File: src/rtl/eprom_model_pkg.sv
package eprom_model_pkg;

    typedef enum logic [2:0] {
        MD_STANDBY = 3'd0,
        MD_DISABLE = 3'd1,
        MD_READ    = 3'd2,
        MD_IDENT   = 3'd3,
        MD_PROG    = 3'd4,
        MD_VERIFY  = 3'd5,
        MD_OPTVER  = 3'd6,
        MD_INHIBIT = 3'd7
    } eprom_mode_e;

    localparam logic [7:0] MAKER_CODE = 8'h20;
    localparam logic [7:0] PART_CODE  = 8'h04;

    typedef struct packed {
        logic drive;
        logic ident;
        logic need_ce;
    } bus_ctl_t;

    function automatic eprom_mode_e decode_mode(input logic ce_n, input logic oe_n,
                                                input logic vpp_hi, input logic a9_hv);
        eprom_mode_e m;
        if (vpp_hi) begin
            case ({ce_n, oe_n})
                2'b01:   m = MD_PROG;
                2'b10:   m = MD_VERIFY;
                2'b00:   m = MD_OPTVER;
                default: m = MD_INHIBIT;
            endcase
        end else if (ce_n) begin
            m = MD_STANDBY;
        end else if (oe_n) begin
            m = MD_DISABLE;
        end else if (a9_hv) begin
            m = MD_IDENT;
        end else begin
            m = MD_READ;
        end
        return m;
    endfunction

    function automatic bus_ctl_t mode_bus(input eprom_mode_e m);
        bus_ctl_t c;
        c.drive   = (m == MD_READ) || (m == MD_IDENT) || (m == MD_VERIFY) || (m == MD_OPTVER);
        c.ident   = (m == MD_IDENT);
        c.need_ce = (m != MD_VERIFY);
        return c;
    endfunction

endpackage

File: src/rtl/eprom_prog_ctl.sv
module eprom_prog_ctl
    import eprom_model_pkg::*;
#(
    parameter int IDX_W  = 6,
    parameter int DATA_W = 8
) (
    input  logic              clk,
    input  logic              rst,
    input  eprom_mode_e       mode,
    input  logic [IDX_W-1:0]  idx,
    input  logic [DATA_W-1:0] din,
    output logic              busy,
    output logic              commit,
    output logic [IDX_W-1:0]  wr_idx,
    output logic [DATA_W-1:0] wr_data
);
    logic active;

    always_ff @(posedge clk) begin
        if (rst) begin
            active  <= 1'b0;
            wr_idx  <= '0;
            wr_data <= '0;
        end else if (mode == MD_PROG) begin
            if (!active) begin
                wr_idx  <= idx;
                wr_data <= din;
            end
            active <= 1'b1;
        end else begin
            active <= 1'b0;
        end
    end

    assign commit = active && (mode == MD_INHIBIT);
    assign busy   = active || (mode == MD_PROG);
endmodule

File: config.mk
export PLATFORM = sky130hd
export DESIGN_NAME = eprom_prog_ctl
export DESIGN_NICKNAME = d
export VERILOG_FILES = /design/src/rtl/eprom_model_pkg.sv /design/src/rtl/eprom_prog_ctl.sv
export SDC_FILE = /design/constraint.sdc
export NUM_CORES = 1
export LEC_CHECK = 0
export CORE_MARGIN = 1
export CORE_UTILIZATION = 38
export DETAILED_ROUTE_END_ITERATION = 16
export GPL_ROUTABILITY_DRIVEN = 0
export PLACE_DENSITY = 0.75
export SLEW_MARGIN = 0
export SYNTH_ARGS = -nofsm -noshare
export SYNTH_HDL_FRONTEND = slang
export SYNTH_SLANG_ARGS = --single-unit
File: constraint.sdc
create_clock -name clk -period 1.3 [get_ports clk]
set_input_delay 0.26 -clock clk [delete_from_list [all_inputs] [get_ports clk]]
set_output_delay 0.26 -clock clk [all_outputs]
set_load 0.005 [all_outputs]
After elaboration in Yosys (flattened, before gate mapping)
Cells that the tools add are included.

Logic and storage cells: 10. Input port bits: 19. Output and inout port bits: 16. Register bits: 15.

Multiplexer cells: 1. Equality and inequality tests: 2. Bitwise gates (word level): 1. Reductions and logical operators: 3.

Operators by type and width (number): $eq 3x3->1 const B (2); $reduce_and 2->1 (1); $logic_and 1x1->1 (1); $logic_or 1x1->1 (1); $mux 1 (1); $not 1->1 (1).

Depth between registers and ports, before layout
Depth in word-level cells: 2. Depth in mapped cells: 4. Gate-level depth less buffers: 2.

Least setup slack after synthesis
No wires, ideal clock.

Path kind: reg-to-reg. Start: reg active. End: reg wr_data[0]. Period minus slack after synthesis: 1.160 ns. Setup slack: 0.140 ns. Stages on the path, launching flop included: 4. Setup time: 0.072 ns. Arrival: 1.088 ns. Required time: 1.228 ns. Buffers on the path: 1. Path through: dfxtp_1 nor4b_4 buf_6 mux2i_1.

Word-level cells in the longest chain between the ends: 2.

RTL lines: start: declaration (line eprom_prog_ctl.sv:17) `logic active;`; start signal: assignment (line eprom_prog_ctl.sv:21) `active <= 1'b0;`; start signal: assignment (line eprom_prog_ctl.sv:29) `active <= 1'b1;`; start signal: assignment (line eprom_prog_ctl.sv:31) `active <= 1'b0;`; $not 1->1 (no line); $reduce_and 2->1 (no line); end signal: assignment (line eprom_prog_ctl.sv:27) `wr_data <= din;`; end: declaration (line eprom_prog_ctl.sv:15) `output logic [DATA_W-1:0] wr_data`.

No other way between the ends. A chain may end at the register's enable or synchronous reset.

Final worst setup path
Start: reg active. End: out busy.

Word-level cells in the longest chain between the ends: 1.

RTL lines: $logic_or 1x1->1 (line eprom_prog_ctl.sv:36) `assign busy = active || (mode == MD_PROG);`; end: declaration (line eprom_prog_ctl.sv:12) `output logic busy,`.

No other way between the ends.

==> results.yml <==
floorplan:
  rows: 15
  io_pins: 35
  die_w_um: 44.7
  dieHeight_um: 44.7
  core_area_um2: 1710
  dieArea_um2: 2000
  initial_utilization: 0.405
global_route:
  grt_pass1_wl_um: 2420
  track_usage: 0.172
  grt_pass1_vias: 581
  antenna_found_initial: 0
  grt_max_degree: 27
  grt_overflow_total: 0
sta:
  fin_worst_skew_ns: 0.00533
  tightest_slew_ns: 0.263
  final-setup-viol-count: 0
  max-slew-margin-rel: 0.824
  fmax_ghz: 0.832
  finalCriticalPeriod_ns: 1.20
  fin_crit_sh: 0.925
  hold_viol_final: 0
  grt_setup_unrepaired: "no"
  slew_violations: 0
  tns_ns: 0
  layout_setup_ws_ns: 0.0981
placement:
  dp_slack_ns: -0.462
  io_buffers: 34
  dp_hpwl_um: 1010
clock_network:
  cts-buffers-inserted: 3
  hold_buffers: 0
  clockBufferDepth: 2
  htree_levels: 1
  cts.sinks: 15
  clk_pin_slew_worst_paths_ns: 0.08
  ctsRootBufferMaster: "clkbuf_4"
  postCtsSetupBuffers: 0
  cts_tree: "yes"
  clock_latency_ns: 0.28
drt:
  wire_per_inst_um: 10.9
  drc_errors: 0
  detail_route.vias_per_cell: 4.44
  drt_iter0_markers: 1
  antenna_left: 0
  drt-total-wl_um: 1430
  vias: 581
  dr.pass1.iters: 3
final_layout:
  area_growth_pct: 62.7
  layout_common_cells: "nand2b_1, dlygate4sd2_1, clkdlybuf4s50_1"
  layout.nets: 126
  drive_above_1_share: 0.226
  antennaDiodeCount: 0
  fin_util: 0.659
  final_common_cell: "nand2b_1"
critical_path:
  r2r_setup_slack_ns: 0.12
  cp.required_ns: 1.04
  r2r_end: "wr_data[7]"
  cp_slowest_stage_delay_ns: 0.33
  crit_chain: "a21o_1, clkdlybuf4s15_1"
  rr_worst_depth: 4
  worst_r2r_startpoint: "active"
  worstSetupPathType: "reg2out"
  cp-start-kind: "register"
  slowest_stage: "dfxtp_2"
  crit_arrival_ns: 0.94
  crit_path_end_kind: "primary output"
  cp_max_fo: 3
synth:
  yosysUniqueCellTypes: 10
  synth.net_count: 85
  yosys_warnings: 0
  syn_area_per_cell_um2: 10.5
  yosysTopAreaCellShare: 0.434
  netlist_area_um2: 692
  synth.top_cells.by_area: "dfxtp_1, nand2b_1, mux2i_1, nor4b_4, buf_6"
  syn_inst: 66
  ys_seq_area_frac: 0.434
  ys_ff_latch: 15
  post-synth-top-area-cell: "dfxtp_1"
pwr:
  totalPowerFinal_uw: 912
  ir_drop_mv: 0.577
  powerDensity_nw_per_um2: 810
  p_leak_uw: 0.000491
run_status:
  status: "finished clean"
worst_hold_path:
  hp-start: "mode[2]"
  min_path_type: "in2reg"
  min_to: "active"
  hold_path_depth: 2
flow_run:
  drv_cap: 0
## layer usage
layer | wire length, µm | global-route usage
met1 | 625 | 0.197
met2 | 695 | 0.274
met3 | 93 | 0.0571
met4 | 10 | 0.109
met5 | 0 | 0
## sequential cells by signal, summed over array words and instances, names as in the netlist
name     cells
wr_idx       6
wr_data      8
active       1
## report_power, final
group / switching, µW / total (µW) / internal [µW] / leakage (µW)
registers: 7.66 / 485 / 477 / 0.000127
clock network: 144 / 263 / 119 / 0.0000150
logic: 52.4 / 164 / 112 / 0.000348
## cell type report
class | count | area [µm²]
fill | 144 | 582
tap | 25 | 31.3
multi-input combinational | 47 | 369
timing repair buffer | 40 | 384
sequential | 15 | 315
clock buffer | 4 | 26.3
## worst max-delay path, delay by kind of cell, from the launching register on
kind / cells / cell delay (ns)
DFF: 1 / 0.33
AOI/OAI and AO/OA: 1 / 0.15
buffers and inverters: 1 / 0.19
## cells in the mapped netlist (all sizes together)
master and count:
nand2b 28, mux2i 14, clkbuf 3, nor2 1, buf 1, and4 1, nor4b 2, a21o 1
dfxtp 15
## how the worst max path moves through the flow
stage	from	slack, ns	to	depth (start not counted)
5_1_grt	active	0.02	wr_idx[1]	4
3_3_place_gp	mode[2]	-0.43	commit	3
2_1_floorplan	active	0.14	wr_data[0]	3
4_1_cts	active	0.001	commit	2
3_5_place_dp	mode[2]	-0.46	commit	3
6_report	active	0.1	busy	2
## per-stage QoR
| step | std cells | instance area, µm² | hold WS, ns |
|---|---|---|---|
| 2_1_floorplan | 66 | 692 | 0.337 |
| 3_3_place_gp | 127 | 1110 | 0.457 |
| 3_5_place_dp | 127 | 1110 | 0.463 |
| 4_1_cts | 131 | 1130 | 0.409 |
| 5_1_grt | 131 | 1130 | 0.417 |
| 6_report | 131 | 1130 | 0.424 |
## kinds of logic after synthesis
family	Yosys count	share of synthesized area
buffers and inverters	4	0.0325
and+or+nand+nor	32	0.320
muxes	14	0.203
AOI/OAI and AO/OA	1	0.0109
DFF	15	0.434
## what timing repair did
item / in CTS / in global routing
gates resized for setup: 33 / 2
setup endpoints to repair: 30 / 2
pin swaps: 1 / 0
endpoints found under the hold margin: 0 / 0
No activity file was read; power rests on OpenSTA's default activity.
